## src/rtl/cline_maint.sv

```systemverilog
module cline_maint #(
  parameter int LA_W  = 12,
  parameter int IDX_W = 2,
  parameter int WAY_W = 1,
  parameter int MODE  = 0
) (
  input  logic             clk,
  input  logic             rst_n,
  input  logic             cmd_valid,
  output logic             cmd_ready,
  input  logic [2:0]       cmd_op,
  input  logic             cmd_by_index,
  input  logic [LA_W-1:0]  cmd_addr,
  input  logic [WAY_W-1:0] cmd_way,
  input  logic [LA_W-1:0]  probe_addr,
  input  logic             dirty_set,
  output logic             probe_hit,
  output logic             probe_dirty,
  output logic             probe_lock,
  output logic             mem_req,
  output logic             mem_we,
  output logic [LA_W-1:0]  mem_addr,
  input  logic             mem_ack
);
  localparam int SETS  = 1 << IDX_W;
  localparam int WAYS  = 1 << WAY_W;
  localparam int LINES = SETS * WAYS;
  localparam int TAG_W = LA_W - IDX_W;
  localparam int LN_W  = IDX_W + WAY_W;
  localparam logic [2:0] OP_INV = 3'd0, OP_WB = 3'd1, OP_WBI = 3'd2,
                         OP_LOCK = 3'd3, OP_UNLOCK = 3'd4, OP_INIT = 3'd6;
  localparam bit WB_ON = (MODE == 0);

  typedef enum logic [1:0] {S_IDLE, S_WB, S_FILL, S_INIT} state_t;
  state_t state;

  logic [TAG_W-1:0] tag_q [LINES];
  logic [LINES-1:0] val_q, dty_q, lck_q;
  logic [LN_W-1:0]  r_line;
  logic [TAG_W-1:0] r_tag;
  logic [2:0]       r_op;
  logic [IDX_W:0]   cnt;

  wire [IDX_W-1:0] c_set = cmd_addr[IDX_W-1:0];
  wire [TAG_W-1:0] c_tag = cmd_addr[LA_W-1:IDX_W];
  wire [IDX_W-1:0] p_set = probe_addr[IDX_W-1:0];
  wire [TAG_W-1:0] p_tag = probe_addr[LA_W-1:IDX_W];

  logic c_hit, p_hit, v_ok, i_ok;
  logic [WAY_W-1:0] c_way, p_way, v_way, i_way;
  always_comb begin
    c_hit = 1'b0; c_way = '0; p_hit = 1'b0; p_way = '0;
    v_ok = 1'b0; v_way = '0; i_ok = 1'b0; i_way = '0;
    for (int w = WAYS - 1; w >= 0; w--) begin
      if (val_q[{c_set, WAY_W'(w)}] && tag_q[{c_set, WAY_W'(w)}] == c_tag) begin
        c_hit = 1'b1; c_way = WAY_W'(w);
      end
      if (val_q[{p_set, WAY_W'(w)}] && tag_q[{p_set, WAY_W'(w)}] == p_tag) begin
        p_hit = 1'b1; p_way = WAY_W'(w);
      end
      if (!lck_q[{c_set, WAY_W'(w)}]) begin v_ok = 1'b1; v_way = WAY_W'(w); end
      if (!val_q[{c_set, WAY_W'(w)}]) begin i_ok = 1'b1; i_way = WAY_W'(w); end
    end
  end

  wire [LN_W-1:0] p_line = {p_set, p_way};
  wire [LN_W-1:0] t_line = {c_set, cmd_by_index ? cmd_way : c_way};
  wire            t_ok   = cmd_by_index | c_hit;
  wire [LN_W-1:0] v_line = {c_set, i_ok ? i_way : v_way};
  wire [IDX_W-1:0] r_set = r_line[LN_W-1:WAY_W];

  assign probe_hit   = p_hit;
  assign probe_dirty = p_hit & dty_q[p_line];
  assign probe_lock  = p_hit & lck_q[p_line];
  assign cmd_ready   = (state == S_IDLE);
  assign mem_req     = (state == S_WB) || (state == S_FILL);
  assign mem_we      = (state == S_WB);

  always_ff @(posedge clk) begin
    if (state == S_FILL && mem_ack) tag_q[r_line] <= r_tag;
  end

  always_ff @(posedge clk or negedge rst_n) begin
    if (!rst_n) begin
      state <= S_IDLE;
      val_q <= '0; dty_q <= '0; lck_q <= '0;
      r_line <= '0; r_tag <= '0; r_op <= '0; cnt <= '0; mem_addr <= '0;
    end else begin
      if (dirty_set && p_hit) dty_q[p_line] <= 1'b1;
      case (state)
        S_IDLE: if (cmd_valid) begin
          r_line <= t_line; r_tag <= c_tag; r_op <= cmd_op;
          case (cmd_op)
            OP_INV: if (t_ok && !lck_q[t_line]) val_q[t_line] <= 1'b0;
            OP_WB, OP_WBI: begin
              if (WB_ON && t_ok && val_q[t_line] && dty_q[t_line]) begin
                state <= S_WB;
                mem_addr <= {tag_q[t_line], c_set};
              end else if (cmd_op == OP_WBI && MODE != 2 && t_ok && !lck_q[t_line]) begin
                val_q[t_line] <= 1'b0; dty_q[t_line] <= 1'b0;
              end
            end
            OP_LOCK: begin
              if (c_hit) lck_q[{c_set, c_way}] <= 1'b1;
              else if (v_ok) begin
                r_line <= v_line;
                if (WB_ON && val_q[v_line] && dty_q[v_line]) begin
                  state <= S_WB;
                  mem_addr <= {tag_q[v_line], c_set};
                end else begin
                  state <= S_FILL;
                  val_q[v_line] <= 1'b0;
                  mem_addr <= cmd_addr;
                end
              end
            end
            OP_UNLOCK: if (t_ok) lck_q[t_line] <= 1'b0;
            OP_INIT: begin state <= S_INIT; cnt <= '0; end
            default: ;
          endcase
        end
        S_WB: if (mem_ack) begin
          dty_q[r_line] <= 1'b0;
          if (r_op == OP_LOCK) begin
            state <= S_FILL;
            val_q[r_line] <= 1'b0;
            mem_addr <= {r_tag, r_set};
          end else begin
            state <= S_IDLE;
            if (r_op == OP_WBI && !lck_q[r_line]) val_q[r_line] <= 1'b0;
          end
        end
        S_FILL: if (mem_ack) begin
          val_q[r_line] <= 1'b1; dty_q[r_line] <= 1'b0; lck_q[r_line] <= 1'b1;
          state <= S_IDLE;
        end
        S_INIT: begin
          for (int w = 0; w < WAYS; w++) begin
            if (!cnt[IDX_W]) lck_q[{cnt[IDX_W-1:0], WAY_W'(w)}] <= 1'b0;
            else begin
              val_q[{cnt[IDX_W-1:0], WAY_W'(w)}] <= 1'b0;
              dty_q[{cnt[IDX_W-1:0], WAY_W'(w)}] <= 1'b0;
            end
          end
          cnt <= cnt + 1'b1;
          if (&cnt) state <= S_IDLE;
        end
        default: state <= S_IDLE;
      endcase
    end
  end
endmodule

```

## config.mk

```make
export PLATFORM = sky130hd
export DESIGN_NAME = cline_maint
export DESIGN_NICKNAME = d
export VERILOG_FILES = /design/src/rtl/cline_maint.sv
export SDC_FILE = /design/constraint.sdc
export NUM_CORES = 1
export LEC_CHECK = 0
export BUFFER_PORTS_ARGS = -buffer_cell sky130_fd_sc_hd__buf_2
export CAP_MARGIN = 20
export CORE_MARGIN = 5
export CORE_UTILIZATION = 55
export CTS_CLUSTER_DIAMETER = 30
export CTS_CLUSTER_SIZE = 14
export DETAILED_ROUTE_END_ITERATION = 6
export GPL_TIMING_DRIVEN = 0
export MAX_ROUTING_LAYER = met4
export PLACE_DENSITY = 0.73
export SLEW_MARGIN = 15
export SYNTH_ARGS = -nofsm -noshare
export SYNTH_HDL_FRONTEND = slang
export SYNTH_SLANG_ARGS = --single-unit
```

## constraint.sdc

```tcl
create_clock -name clk -period 4.3 [get_ports clk]
set_input_delay 0.645 -clock clk [delete_from_list [all_inputs] [get_ports clk]]
set_output_delay 0.645 -clock clk [all_outputs]
set_load 0.02 [all_outputs]
```

==> results.md, run 1 <==
- Clk slew on worst S/H paths: 0.07 ns
- Fmax: 238 MHz
- Worst Setup End Kind: flop
- Post-DP Area: 9020 um^2
- Worst slew pin tran: 1.17 ns
- Routed wire per std cell: 29.0 um
- VDD IR-drop max: 343 uV
- Layout cells sized above 1: 23.5%
- Largest net degree at the start of global routing: 58
- Register area share after synthesis: 44.9%
- Multi-input gate area: 4460 um^2
- FFs w/ async S/R, synth: 41.6%
- Fin. max-slew vios: 0
- Ordered cell list for the critical path: buf_2 -> buf_4 -> mux4_2 -> xnor2_1 -> nand3_1 -> or3_1 -> a31oi_2 -> mux2i_1 -> o221a_4 -> or2_4 -> buf_6 -> mux2_4
- Post-Synthesis Cells: 732
- Fin. Hold Viols: 0
- CP max stage delay: 0.60 ns
- Yosys cell types: 67
- Mapped cell area: 8520 um^2
- Clk buf depth: 2
- Die footprint: 18,100 um^2
- Core area: 15,200 um^2
- Critical path class: in2reg
- Clock Tree Root: clkbuf_16
- Tmin final: 4.20 ns
- Syn Nets: 775
- Leak: 3.67 nW
- Worst skew pair latency: 0.43 ns
- Number of synthesized register bits: 137
- Postcts setup bufs: 0
- Std-Cell Rows: 45
- Chip width: 134 um
- Antenna cell count: 0
- Avg Cell Area, Syn: 11.6 um^2
- Clock tree sinks: 137
- Top FF cell, synth: edfxtp_1
- Commonest cells after routing, fill and taps aside: edfxtp_1 (80), nand2_1 (79), dfrtp_1 (57)
- CP max FO: 10
- Final setup vio count: 0
- DP HPWL: 21.1 mm
- NumNets Final: 843
- Fillcell total: 1,179
- Max-cap viol count: 0
- Fin area: 9720 um^2
- Status: complete, but fails checks
- Final ANT Viol Nets: 0
- Top-Level Pins: 52
- Num CTS Buffers: 17
- Pwr Total: 5.77 mW
- Crit start category: primary input
- Hold WS: 0.285 ns
- DRT Pass-1 Iters: 7
- Starting Density: 56.0%
- CP required: 4.61 ns
- DR DRC count: 2
- Vias per std cell: 7.02
- Util after Layout: 63.9%
- Pwr dens: 594 nW/um^2
- CP arrival: 4.51 ns
- Slowest cell on the critical path: mux4_2
- Failing checks: design-rule violations
- Area Overhead vs Synth: 14.1%
- Die Span Y: 134 um
- First-pass GRT wire length: 43.3 mm
- Congestion Overflow GR: 0
- First DRT Iteration DRCs: 1,099
- I/O Buffers: 47
- Synthesis Warnings: 0
- Worst min path class: in2async
- Slew HR: 21.9%
- Initial antenna violation count: 0
- Post-Route WL: 29.0 mm
- TritonCTS clock tree: built
- Unrepaired setup endpoints after global routing: yes
- Tcrit/Tclk final: 97.7%
- Vias in the first global route: 6,850
- Number of flops mapped to enable cells by yosys: 80
- H-tree Lvls: 4
- Commonest non-fill, non-tap cell in the layout: edfxtp_1
- DR vias: 7,027
- Placer Congestion: 0.972
- GRT Total Usage: 33.7%
- Clk_skew: 0.0108 ns
- Register area: 3830 um^2
power by group:
| part | internal, mW | leakage [nW] | switching (mW) | total [mW] |
|---|---|---|---|---|
| Combinational | 0.830 | 1.93 | 1.34 | 2.17 |
| Sequential | 1.73 | 1.44 | 0.291 | 2.02 |
| Clock | 0.936 | 0.300 | 0.639 | 1.58 |
worst max-delay path, delay by kind of cell:
kind / cells / cell delay, ns
buf+inv: 3 / 0.72
mux: 3 / 1.33
simple gates: 3 / 0.86
xor+xnor: 1 / 0.26
compound gates: 2 / 0.68
path summary, 6_finish.rpt:
path / start / to / slack [ns] / depth (start not counted)
max: cmd_addr[0] / mem_addr[6]$_DFFE_PN0P_ / 0.10 / 12
min: rst_n / cnt[0]$_DFFE_PN0P_ / 0.29 / 1
max reg2reg: tag_q[0][7]$_DFFE_PP_ / mem_addr[6]$_DFFE_PN0P_ / 0.50 / 10
min reg2reg: r_op[1]$_DFFE_PN0P_ / r_op[1]$_DFFE_PN0P_ / 0.48 / 2
max in group asynchronous: rst_n / r_tag[1]$_DFFE_PN0P_ / 3.45 / 1
min in group clk: r_op[1]$_DFFE_PN0P_ / r_op[1]$_DFFE_PN0P_ / 0.48 / 2
through the flow:
step / worst slack (ns) / cells / TNS (ns)
finish: 0.101 / 1001 / 0
global route: -0.0168 / 1001 / -0.0200
CTS: 0.0121 / 1001 / 0
detailed placement: -1.05 / 969 / -14.39
global placement: -1.01 / 967 / -15.84
floorplan: 0.591 / 732 / 0
flip-flops by register name, indices dropped and copies added, names as in the netlist, 3 cells and up:
signal	flops
tag_q	80
mem_addr	12
r_tag	10
dty_q	8
lck_q	8
val_q	8
cnt	3
r_line	3
r_op	3
synthesized netlist by cell type (3+ instances only):
| master | count | area share, % |
|---|---|---|
| and3_1 | 9 | 0.66 |
| xnor2_1 | 39 | 4.0 |
| nor3_1 | 12 | 0.71 |
| buf_2 | 4 | 0.24 |
| ha_1 | 9 | 1.3 |
| mux2i_1 | 34 | 4.0 |
| and2_1 | 6 | 0.44 |
| a41oi_1 | 3 | 0.31 |
| mux4_2 | 49 | 13 |
| a211oi_1 | 5 | 0.44 |
| a31oi_1 | 15 | 1.1 |
| a21oi_1 | 31 | 1.8 |
| a222oi_1 | 8 | 0.94 |
| a22o_1 | 7 | 0.72 |
| clkbuf_1 | 33 | 1.5 |
| nor2_1 | 23 | 1.0 |
| inv_1 | 25 | 1.1 |
| nor3b_1 | 3 | 0.26 |
| dfrtp_1 | 57 | 17 |
| mux2_2 | 23 | 3.0 |
| mux2_4 | 7 | 1.2 |
| nand2_1 | 79 | 3.5 |
| nand2b_1 | 8 | 0.59 |
| o21ai_0 | 39 | 2.3 |
| nand4_1 | 15 | 1.1 |
| o21a_1 | 5 | 0.44 |
| or2_2 | 4 | 0.29 |
| o2bb2ai_1 | 8 | 0.82 |
| edfxtp_1 | 80 | 28 |
| a21o_1 | 3 | 0.26 |
| nor2b_1 | 10 | 0.73 |
| nand3_1 | 19 | 1.1 |
| o41ai_1 | 3 | 0.31 |
| buf_1 | 6 | 0.26 |
| o31ai_1 | 5 | 0.44 |
cells by family after synthesis:
logic type | share of synthesized area [%]
AND/OR/NAND/NOR | 11.8
XOR/XNOR | 4.11
AO/OA/AOI/OAI | 13.1
flip-flops | 44.9
multiplexers | 21.4
adder cells (fa/ha/maj) | 1.32
buffers and inverters | 3.41
layer usage:
| layer | GRT usage [%] | routed length [um] | up-vias |
|---|---|---|---|
| li1 | - | - | 2962 |
| met1 | 48.5 | 11900 | 3493 |
| met2 | 48.5 | 12800 | 510 |
| met3 | 7.68 | 3620 | 62 |
| met4 | 9.45 | 763 | 0 |
| met5 | - | 0 | - |
area by class of cell:
cell class / count / share of cell area (%)
buffer: 46 / 2.14
inverter: 25 / 0.966
sequential: 137 / 39.4
timing repair buffer: 49 / 2.68
clock buffer: 17 / 4.38
clock inverter: 15 / 2.12
tap: 188 / 2.42
multi-input combinational: 524 / 45.9
timing repair:
action / in CTS / in global routing
endpoints found under the setup margin: 11 / 11
hold endpoints to repair: 0 / 0
hold buffers: 0 / 0
gates resized for setup: 12 / 13
(Power assumes the default switching activity.)
==> run 2, diff against run 1 <==
--- a/config.mk
+++ b/config.mk
@@ -5,7 +5,7 @@
 export SDC_FILE = /design/constraint.sdc
 export NUM_CORES = 1
 export LEC_CHECK = 0
-export BUFFER_PORTS_ARGS = -buffer_cell sky130_fd_sc_hd__buf_2
+export BUFFER_PORTS_ARGS = -buffer_cell sky130_fd_sc_hd__buf_4
 export CAP_MARGIN = 20
 export CORE_MARGIN = 5
 export CORE_UTILIZATION = 55
==> results.md, run 2 (synthesis gave the netlist of run 1 again) <==
- Commonest non-fill, non-tap cell in the layout: edfxtp_1
- NumNets Final: 843
- I/O Buffers: 47
- Post-DP Area: 9140 um^2
- DP HPWL: 20.4 mm
- First DRT Iteration DRCs: 1,073
- Post-Route WL: 28.7 mm
- CP max FO: 10
- GRT Total Usage: 33.0%
- Clk_skew: 0.0134 ns
- Fin. max-slew vios: 0
- DR vias: 7,180
- First-pass GRT wire length: 42.8 mm
- Starting Density: 56.0%
- Register area: 3830 um^2
- CP arrival: 4.56 ns
- Max-cap viol count: 0
- Std-Cell Rows: 45
- Final ANT Viol Nets: 0
- Most flop-heavy register: tag_q
- Clock Tree Root: clkbuf_16
- Core area: 15,200 um^2
- Unrepaired setup endpoints after global routing: no
- Vias per std cell: 7.17
- Fin. Hold Viols: 0
- Vias in the first global route: 6,945
- Area Overhead vs Synth: 14.9%
- Num CTS Buffers: 17
- Pwr Total: 5.75 mW
- Chip width: 134 um
- Slew HR: 23.2%
- H-tree Lvls: 4
- Fillcell total: 1,183
- Place WS: -0.987 ns
- Worst slew pin tran: 1.15 ns
- Placer Congestion: 1.02
- Die Span Y: 134 um
- Die footprint: 18,100 um^2
- Worst skew pair latency: 0.44 ns
- Antenna cell count: 0
- Layout cells sized above 1: 23.4%
- Biggest regs: tag_q x80, mem_addr x12, r_tag x10
- Max reg flops: 80
- Placed insts: 969
- DR DRC count: 0
- Clk slew on worst S/H paths: 0.06 ns
- VDD IR-drop max: 384 uV
- Top-Level Pins: 52
- DRT Pass-1 Iters: 7
- Routed wire per std cell: 28.7 um
- Postcts setup bufs: 0
- Pwr dens: 587 nW/um^2
- Largest net degree at the start of global routing: 58
- Fmax: 234 MHz
- Tmin final: 4.27 ns
- Clock tree sinks: 137
- Critical path class: in2reg
- Worst min path class: in2async
- Final setup vio count: 0
- Worst Setup End Kind: flop
- Commonest cells after routing, fill and taps aside: edfxtp_1 (80), nand2_1 (79), dfrtp_1 (57)
- Clk buf depth: 2
- Final Instance Count excl. Fillers: 1,001
- Worst setup margin: 0.0255 ns
- Leak: 3.69 nW
- Congestion Overflow GR: 0
- Multi-input gate area: 4440 um^2
- Status: complete, no violations
- CP required: 4.58 ns
- Setup tns final: 0 ns
- Fin area: 9790 um^2
- Initial antenna violation count: 0
- Crit start category: primary input
- Tcrit/Tclk final: 99.4%
- TritonCTS clock tree: built
[run 2: cell type report]
| class | instances | share of cell area, % |
|---|---|---|
| timing repair buffer | 49 | 3.83 |
| tap | 188 | 2.40 |
| clock buffer | 17 | 4.35 |
| sequential | 137 | 39.1 |
| multi-input combinational | 524 | 45.3 |
| clock inverter | 15 | 1.85 |
| buffer | 46 | 2.19 |
| inverter | 25 | 0.958 |
[run 2: stage by stage]
step	utilization (%)	hold slack [ns]
5_1_grt	64.4	0.375
2_1_floorplan	-	0.349
3_5_place_dp	60.1	0.472
3_3_place_gp	59.9	0.458
4_1_cts	64.3	0.332
6_report	64.4	0.313
[run 2: path summary, 6_finish.rpt]
path / start / endpoint / slack (ns) / depth (start not counted)
worst max register to register: lck_q[5]$_DFFE_PN0P_ / mem_addr[3]$_DFFE_PN0P_ / 0.38 / 10
max in group asynchronous: rst_n / mem_addr[6]$_DFFE_PN0P_ / 3.46 / 1
min in group clk: r_op[1]$_DFFE_PN0P_ / r_op[1]$_DFFE_PN0P_ / 0.48 / 2
worst max-delay path: cmd_addr[0] / mem_addr[3]$_DFFE_PN0P_ / 0.03 / 12
worst min register to register: r_op[1]$_DFFE_PN0P_ / r_op[1]$_DFFE_PN0P_ / 0.48 / 2
worst min-delay path: rst_n / state[0]$_DFFE_PN0P_ / 0.31 / 1
[run 2: layer usage]
metal	routed length, um	track usage (%)
met1	11200	46.0
met2	12700	47.7
met3	3870	8.46
met4	920	11.1
met5	0	-
[run 2: critical path, stage by stage]
cell,delay (ns)
buf_2,0.19
buf_4,0.31
mux4_2,0.61
nor2b_1,0.42
mux2_1,0.38
a211oi_2,0.52
clkbuf_2,0.37
nand2_1,0.08
o21ai_0,0.10
o21ai_0,0.12
o41ai_2,0.60
o21ai_0,0.17
[run 2: power breakdown]
| group | internal, mW | switching (mW) |
|---|---|---|
| clock network | 0.876 | 0.642 |
| logic | 0.874 | 1.33 |
| registers | 1.73 | 0.293 |
| total | 3.48 | 2.27 |
[run 2: timing repair]
item                                    4_1_cts  5_1_grt
endpoints found under the setup margin        9        5
gates resized for setup                      17        3
cloned                                        0        0
hold buffers                                  0        0
